### config.mk
export PLATFORM = sky130hd
export DESIGN_NAME = cfb_branch_unit
export DESIGN_NICKNAME = d
export VERILOG_FILES = /design/src/rtl/cfb_pkg.sv /design/src/rtl/cfb_cond_eval.sv /design/src/rtl/cfb_flag_update.sv /design/src/rtl/cfb_ctrl.sv /design/src/rtl/cfb_branch_unit.sv
export SDC_FILE = /design/constraint.sdc
export NUM_CORES = 1
export LEC_CHECK = 0
export CAP_MARGIN = 20
export CORE_MARGIN = 2
export CORE_UTILIZATION = 40
export DETAILED_ROUTE_END_ITERATION = 8
export PLACE_DENSITY = 0.8
export SETUP_SLACK_MARGIN = 0.1
export SLEW_MARGIN = 20
export SYNTH_ARGS = -nofsm -noshare
export SYNTH_HDL_FRONTEND = slang
export SYNTH_SLANG_ARGS = --single-unit
### constraint.sdc
create_clock -name clk -period 2.5 [get_ports clk]
set_input_delay 0.625 -clock clk [delete_from_list [all_inputs] [get_ports clk]]
set_output_delay 0.625 -clock clk [all_outputs]
set_load 0.01 [all_outputs]
### src/rtl/cfb_pkg.sv
package cfb_pkg;
    localparam int FLAG_W     = 16;
    localparam int FIDX_W     = $clog2(FLAG_W);
    localparam int COND_W     = FIDX_W + 1;
    localparam int ENABLE_BIT = 7;
    localparam logic [FLAG_W-1:0] FLAG_RST = {{(FLAG_W-1){1'b0}}, 1'b1};

    typedef enum logic [2:0] {
        OP_HALTJ = 3'd0,
        OP_EXEC  = 3'd1,
        OP_LINK  = 3'd2,
        OP_LINKC = 3'd3,
        OP_JUMP  = 3'd4,
        OP_JUMPC = 3'd5,
        OP_JUMPS = 3'd6,
        OP_JUMPT = 3'd7
    } op_e;

    typedef enum logic [1:0] {
        FX_NONE,
        FX_CLR,
        FX_SET,
        FX_TGL
    } fx_e;

    typedef struct packed {
        logic [FIDX_W-1:0] idx;
        logic              inv;
    } cond_t;

    function automatic cond_t split_cond(input logic [COND_W-1:0] c);
        cond_t r;
        r.idx = c[FIDX_W-1:0];
        r.inv = c[COND_W-1];
        return r;
    endfunction

    function automatic fx_e op_fx(input op_e o);
        unique case (o)
            OP_LINKC, OP_JUMPC: return FX_CLR;
            OP_JUMPS:           return FX_SET;
            OP_JUMPT:           return FX_TGL;
            default:            return FX_NONE;
        endcase
    endfunction
endpackage

### src/rtl/cfb_cond_eval.sv
module cfb_cond_eval
    import cfb_pkg::*;
(
    input  logic [FLAG_W-1:0] flags,
    input  cond_t             cnd,
    output logic              hit
);
    always_comb begin
        hit = flags[cnd.idx] ^ cnd.inv;
    end
endmodule

### src/rtl/cfb_flag_update.sv
module cfb_flag_update
    import cfb_pkg::*;
(
    input  logic [FLAG_W-1:0] flags_q,
    input  logic              issue,
    input  fx_e               fx,
    input  logic [FIDX_W-1:0] idx,
    input  logic              user_mode,
    input  logic              ld,
    input  logic [FLAG_W-1:0] wdata,
    output logic [FLAG_W-1:0] flags_d
);
    assign flags_d[0] = 1'b1;

    for (genvar i = 1; i < FLAG_W; i++) begin : g_bit
        logic locked;
        logic sel;
        if (i == ENABLE_BIT) begin : g_en
            assign locked = user_mode;
        end else begin : g_gp
            assign locked = 1'b0;
        end
        assign sel = issue && (idx == FIDX_W'(i));

        always_comb begin
            flags_d[i] = flags_q[i];
            if (!locked) begin
                if (ld) begin
                    flags_d[i] = wdata[i];
                end else if (sel) begin
                    unique case (fx)
                        FX_CLR:  flags_d[i] = 1'b0;
                        FX_SET:  flags_d[i] = 1'b1;
                        FX_TGL:  flags_d[i] = ~flags_q[i];
                        default: flags_d[i] = flags_q[i];
                    endcase
                end
            end
        end
    end
endmodule

### src/rtl/cfb_ctrl.sv
module cfb_ctrl
    import cfb_pkg::*;
#(
    parameter int ADDR_W = 16
) (
    input  op_e               op,
    input  logic              hit,
    input  logic              user_mode,
    input  logic [ADDR_W-1:0] ea,
    input  logic [ADDR_W-1:0] loc,
    output logic [ADDR_W-1:0] next_loc,
    output logic              link_we,
    output logic              exec_req,
    output logic              halt_req,
    output logic              trap_req
);
    logic [ADDR_W-1:0] loc_inc;
    logic [ADDR_W-1:0] ea_inc;

    assign loc_inc = loc + 1'b1;
    assign ea_inc  = ea + 1'b1;

    always_comb begin
        next_loc = loc_inc;
        link_we  = 1'b0;
        exec_req = 1'b0;
        halt_req = 1'b0;
        trap_req = 1'b0;
        if (hit) begin
            unique case (op)
                OP_HALTJ: begin
                    if (user_mode) begin
                        trap_req = 1'b1;
                    end else begin
                        halt_req = 1'b1;
                        next_loc = ea;
                    end
                end
                OP_EXEC: exec_req = 1'b1;
                OP_LINK, OP_LINKC: begin
                    link_we  = 1'b1;
                    next_loc = ea_inc;
                end
                default: next_loc = ea;
            endcase
        end
    end
endmodule

### src/rtl/cfb_branch_unit.sv
module cfb_branch_unit
    import cfb_pkg::*;
#(
    parameter int ADDR_W = 16
) (
    input  logic                 clk,
    input  logic                 rst,
    input  logic                 issue,
    input  logic [2:0]           op,
    input  logic [COND_W-1:0]    cond,
    input  logic [ADDR_W-1:0]    ea,
    input  logic [ADDR_W-1:0]    loc,
    input  logic                 user_mode,
    input  logic                 flag_ld,
    input  logic [FLAG_W-1:0]    flag_wdata,
    output logic [FLAG_W-1:0]    flags,
    output logic                 done,
    output logic [ADDR_W-1:0]    next_loc,
    output logic                 link_we,
    output logic [ADDR_W-1:0]    link_addr,
    output logic [ADDR_W-1:0]    link_data,
    output logic                 exec_req,
    output logic [ADDR_W-1:0]    exec_addr,
    output logic                 halt_req,
    output logic                 trap_req
);
    op_e               op_i;
    cond_t             cnd;
    logic              hit;
    logic [FLAG_W-1:0] flags_q;
    logic [FLAG_W-1:0] flags_d;
    logic [ADDR_W-1:0] nl_c;
    logic              lw_c, ex_c, ht_c, tr_c;

    assign op_i = op_e'(op);
    assign cnd  = split_cond(cond);

    cfb_cond_eval u_eval (
        .flags (flags_q),
        .cnd   (cnd),
        .hit   (hit)
    );

    cfb_flag_update u_upd (
        .flags_q   (flags_q),
        .issue     (issue),
        .fx        (op_fx(op_i)),
        .idx       (cnd.idx),
        .user_mode (user_mode),
        .ld        (flag_ld),
        .wdata     (flag_wdata),
        .flags_d   (flags_d)
    );

    cfb_ctrl #(.ADDR_W(ADDR_W)) u_ctrl (
        .op        (op_i),
        .hit       (hit),
        .user_mode (user_mode),
        .ea        (ea),
        .loc       (loc),
        .next_loc  (nl_c),
        .link_we   (lw_c),
        .exec_req  (ex_c),
        .halt_req  (ht_c),
        .trap_req  (tr_c)
    );

    always_ff @(posedge clk) begin
        if (rst) begin
            flags_q   <= FLAG_RST;
            done      <= 1'b0;
            link_we   <= 1'b0;
            exec_req  <= 1'b0;
            halt_req  <= 1'b0;
            trap_req  <= 1'b0;
            next_loc  <= '0;
            link_addr <= '0;
            link_data <= '0;
            exec_addr <= '0;
        end else begin
            flags_q  <= flags_d;
            done     <= issue;
            link_we  <= issue && lw_c;
            exec_req <= issue && ex_c;
            halt_req <= issue && ht_c;
            trap_req <= issue && tr_c;
            if (issue) begin
                next_loc  <= nl_c;
                link_addr <= ea;
                link_data <= loc + 1'b1;
                exec_addr <= ea;
            end
        end
    end

    assign flags = flags_q;
endmodule

======== Yosys cells after proc, flatten, opt, wreduce, memory -nomap -nowiden ========
Index checks and enable logic that the tools add are counted.
storage, ports and cells
  register bits after elaboration ......... 69
  input port bits ......................... 61
  output and inout port bits .............. 85
  word-level logic and storage cells ...... 182
operators by class
  $add $sub $neg .......................... 2
  order comparisons ....................... 1
  equality and inequality tests ........... 24
  multiplexer cells ....................... 61
  bitwise operators ....................... 17
  reductions and logical operators ........ 53
operators with widths
  kind                                                         count
  case mux 16 bit (3 select lines)                             1
  case mux 1 bit (3 select lines)                              15
  two-way mux 1 bit                                            41
  adder 16 x 1 -> 16 bit (second input constant)               2
  == test 4 bit (second input constant)                        8
  two-way mux 16 bit                                           2
  nonzero test 2 bit                                           15
  AND reduction 2 bit                                          14
  logical AND 1 bit                                            19
  == test 4 x 3 -> 1 bit (second input constant)               4
  inverter 1 bit                                               16
  == test 3 bit (second input constant)                        3
  == test 4 x 2 -> 1 bit (second input constant)               2
  == test 3 x 2 -> 1 bit (second input constant)               2
  case mux 2 bit (3 select lines)                              1
  less-than comparator 4 x 5 -> 1 bit (second input constant)  1
  binary-select mux 1 bit (select 4 bit)                       1
  == test 2 bit (second input constant)                        2
  == test 4 x 1 -> 1 bit (second input constant)               1
  nonzero test 4 bit                                           1
  OR reduction 2 bit                                           2
  == test 3 x 1 -> 1 bit (second input constant)               1
  zero test 3 bit                                              1
  AND reduction 3 bit                                          1
  2 further kinds                                              2

======== Logic depth before layout (Yosys ltp) ========
  word-level depth ........................ 7
  depth in mapped cells ................... 8
  gate-level depth less buffers ........... 7

======== Hierarchy ========
From an unflattened synthesis, not the netlist that was laid out.
unflattened totals
  cells, all modules ...................... 498
  area, all modules ....................... 4241.6 µm²
by module, submodules not included
  module           times used  cells each  area each (µm²)  sequential area each (µm²)
  cfb_branch_unit  1           261         2618.8           1381.3
  cfb_ctrl         1           150         957.2            0.0
  cfb_flag_update  1           81          529.3            0.0
  cfb_cond_eval    1           6           136.4            0.0

======== Worst setup path before layout ========
No wires, ideal clock.
  kind .................................... input -> register
  start point ............................. in cond[1]
  end point ............................... reg next_loc[2]
  setup time .............................. 0.122 ns
  arrival time ............................ 2.264 ns
  slack ................................... 0.114 ns
  cell stages on the path ................. 8
  path buffers ............................ 2
  path through ............................ buf_6 mux4_2 mux2i_1 mux2_4 nand3_4 buf_6 nor3_1 a221o_1
between the ends
  longest elaborated chain between the ends .. 4
ends and longest elaborated chain
  what                                     line                   text
  start, declared                          cfb_branch_unit.sv:10  input logic [COND_W-1:0] cond,
  binary-select mux 1 bit (select 4 bit)   cfb_cond_eval.sv:9     hit = flags[cnd.idx] ^ cnd.inv;
  two-way mux 1 bit (not written as such)  cfb_cond_eval.sv:9
  bitwise XOR 1 bit                        cfb_cond_eval.sv:9
  two-way mux 16 bit                       cfb_ctrl.sv:29         if (hit) begin
  end signal, assigned                     cfb_branch_unit.sv:88  next_loc <= nl_c;
  end, declared                            cfb_branch_unit.sv:18  output logic [ADDR_W-1:0] next_loc,
Every way passes these cells. The select of a mux whose other input is x is not followed.
A chain may end at the register's enable or synchronous reset.

======== Worst setup path after layout ========
  start point ............................. in cond[3]
  end point ............................... reg next_loc[2]
Same word-level chain as after synthesis.

==> metrics.txt <==
Synth cell types=59; hpwl dp=between 9000 and 10,000 um; outcome=complete, no violations; Die Footprint=around 0.011 mm2; setup TNS=0 ps; # port buffers=about 140; Post-Route WL=roughly 13,000 um; post-synthesis register bit count=68; First-pass DRT Iterations=5; CTS tree=yes; vias post-DR=~4,400; syn_nets=around 550; WS Path Type=primary input to flip-flop; worst slack, placed=-568 ps; fin nets=around 720; Yosys warnings=0; element type at the critical path start=primary input; drt via density=5.54; register area share after synthesis=0.345; final worst slack=between 100 and 150 ps; EDFF count, synth=0; Worst Hold Class=flip-flop to flip-flop; Routed Antenna Nets=0; Die X-Extent=about 100 um; fin cells=around 800; Inst Count DP=roughly 780; final hold vios=0; Final setup viols=0; CORE AREA=between 0.009 and 0.01 mm2; commonest non-fill, non-tap cell in the layout=clkdlybuf4s50_1; global-route wire length before repair=between 20,000 and 25,000 um; Power Density=roughly 490 mW/mm2; Post-Syn Instances=a little under 500; # IOs=146; Hold WS=471 ps; Clock Skew=about 12 ps; Initial Utilization=0.407; Max Slew Vio Count=0; WP data arrival=2600 ps; Post-Syn Area=0.00395 mm2; P_leak=between 2 and 2.5 nW; root buffer cell=clkbuf_8; Avg Cell Area, Syn=between 8 and 9 um2; Design Area, Final=0.00601 mm2; final cycle utilization of the critical path=0.941; CTS Sinks=68; worst-path fanout max=10; Row Count=36; Hold-fix buffers, CTS=0; Total GRT Usage=0.249; crit end category=flip-flop; FFs w/ async S/R, synth=0; largest net degree at the start of global routing=60; RSZ-0062 raised after global routing=false; CTS Buffer Depth=2; clk slew on worst S/H paths=90 ps; most frequent cells in the layout=clkdlybuf4s50_1, nor2_1, dfxtp_1; Post-synth top flop=dfxtp_1; fraction of layout cells with a size suffix above 1=0.148; initial antenna violation count=0; initial drt markers=316; Clock Latency Late Sink=350 ps; Worst slew margin=0.521; Post-DP Area=about 0.0057 mm2; Worst Path Required=around 2700 ps; CTS Buf Count=9; die height=roughly 100 um; Diodes inserted=0; H-Tree Depth=3; vias in the first global route=about 4,200; Avg WL per Cell=approximately 17 um; Final Critical Period=approximately 2400 ps; gpl congestion=a little over 0.9; drc violations=0; VDD IR max=0.302 mV; Max Clock Freq=425 MHz; total global routing overflow=0; worst-margin pin slew=a little over 700 ps; max_cap viols=0; area growth from synthesis to layout=52.3%
[layout make-up]
cell class | count | area [um2]
inverters | 14 | 52.6
well taps | 133 | 166
clock buffers | 9 | 124
clock inverters | 7 | 76.3
multi-input cells | 356 | 2310
fillers | 826 | 3670
flip-flops and latches | 68 | 1360
repair buffers | 206 | 1920
[cells in the mapped netlist, drive strengths merged, types with 2 or more instances]
master | number | area, um2
nor2b | 5 | 31.3
and3 | 3 | 18.8
o22ai | 4 | 25.0
xnor2 | 11 | 96.3
nor3 | 9 | 45.0
nand3 | 21 | 118
nor4 | 4 | 31.3
a31oi | 6 | 43.8
a32oi | 4 | 35.0
buf | 22 | 165
a211oi | 40 | 300
a41oi | 2 | 17.5
a21oi | 12 | 60.1
a221o | 2 | 20.0
nand4 | 9 | 56.3
or4 | 2 | 15.0
o31ai | 3 | 22.5
o21ai | 29 | 145
or2 | 3 | 18.8
o211ai | 8 | 60.1
mux2i | 27 | 270
mux4 | 2 | 45.0
clkbuf | 31 | 116
nor3b | 2 | 15.0
and2 | 2 | 12.5
dfxtp | 68 | 1360
o21bai | 4 | 30.0
nand2b | 3 | 26.3
a22oi | 2 | 15.0
nand3b | 4 | 30.0
inv | 14 | 52.6
or3 | 6 | 37.5
and4 | 2 | 17.5
o21a | 2 | 15.0
nor2 | 74 | 278
nand2 | 28 | 105
xor2 | 5 | 43.8
ha | 2 | 25.0
[where the power goes]
| group | switching, W | leakage, nW | total, W | internal, W |
|---|---|---|---|---|
| registers | 0.0000577 | 0.562 | 0.00121 | 0.00116 |
| logic | 0.000373 | 1.61 | 0.000798 | 0.000425 |
| clock network | 0.000476 | 0.0958 | 0.000942 | 0.000466 |
[registers in the layout, summed over array words and instances, names as in the netlist]
| name | count |
|---|---|
| halt_req | 1 |
| link_we | 1 |
| link_data | 16 |
| next_loc | 16 |
| trap_req | 1 |
| flags | 15 |
| done | 1 |
| exec_req | 1 |
| exec_addr | 16 |
[critical path, stage by stage]
cell and delay [ps]:
clkdlybuf4s50_1 470, buf_4 180, and2_1 170, a22oi_2 220
a211o_2 250, buf_4 140, nand3_2 190, a221o_1 360
[logic make-up after synthesis]
group                      Yosys count  synth area share
adders and majority gates            3           0.00888
muxes                               30            0.0837
DFF                                 68             0.345
buffers and inverters               67            0.0847
xor gates and xnor gates            16            0.0355
other                                1          0.000951
AOI/OAI and AO/OA                  127             0.222
and+or+nand+nor                    178             0.219
[final timing paths]
| path | startpoint | to | slack, ps | depth (start not counted) |
|---|---|---|---|---|
| min reg2reg | next_loc[10]$_SDFFE_PP0P_ | next_loc[10]$_SDFFE_PP0P_ | 470 | 2 |
| max reg2reg | flags[6]$_SDFFE_PP0P_ | trap_req$_SDFF_PP0_ | 460 | 6 |
| max | cond[3] | next_loc[2]$_SDFFE_PP0P_ | 150 | 8 |
| min | next_loc[10]$_SDFFE_PP0P_ | next_loc[10]$_SDFFE_PP0P_ | 470 | 2 |
[metal layers]
metal  global-route usage  vias to the layer above  wire length (um)
met3               0.0444                       29               911
met1                0.336                     2072              5820
met4               0.0962                        0               304
met5                    0                        -                 0
met2                0.396                      184              6310
li1                     -                     2105                 -
[per-stage QoR]
step	utilization	total power, W
after floorplan	-	0.00159
after global placement	0.593	0.00199
after detailed placement	0.593	0.00201
after CTS	0.616	0.00296
after global routing	0.621	0.00309
final	0.621	0.00295
[what timing repair did]
item | 4_1_cts | 5_1_grt
pin swaps | 0 | 2
cloned | 1 | 0
buffers inserted | 0 | 1
gates resized for setup | 3 | 9
setup endpoints to repair | 20 | 12
(Power assumes the default switching activity.)
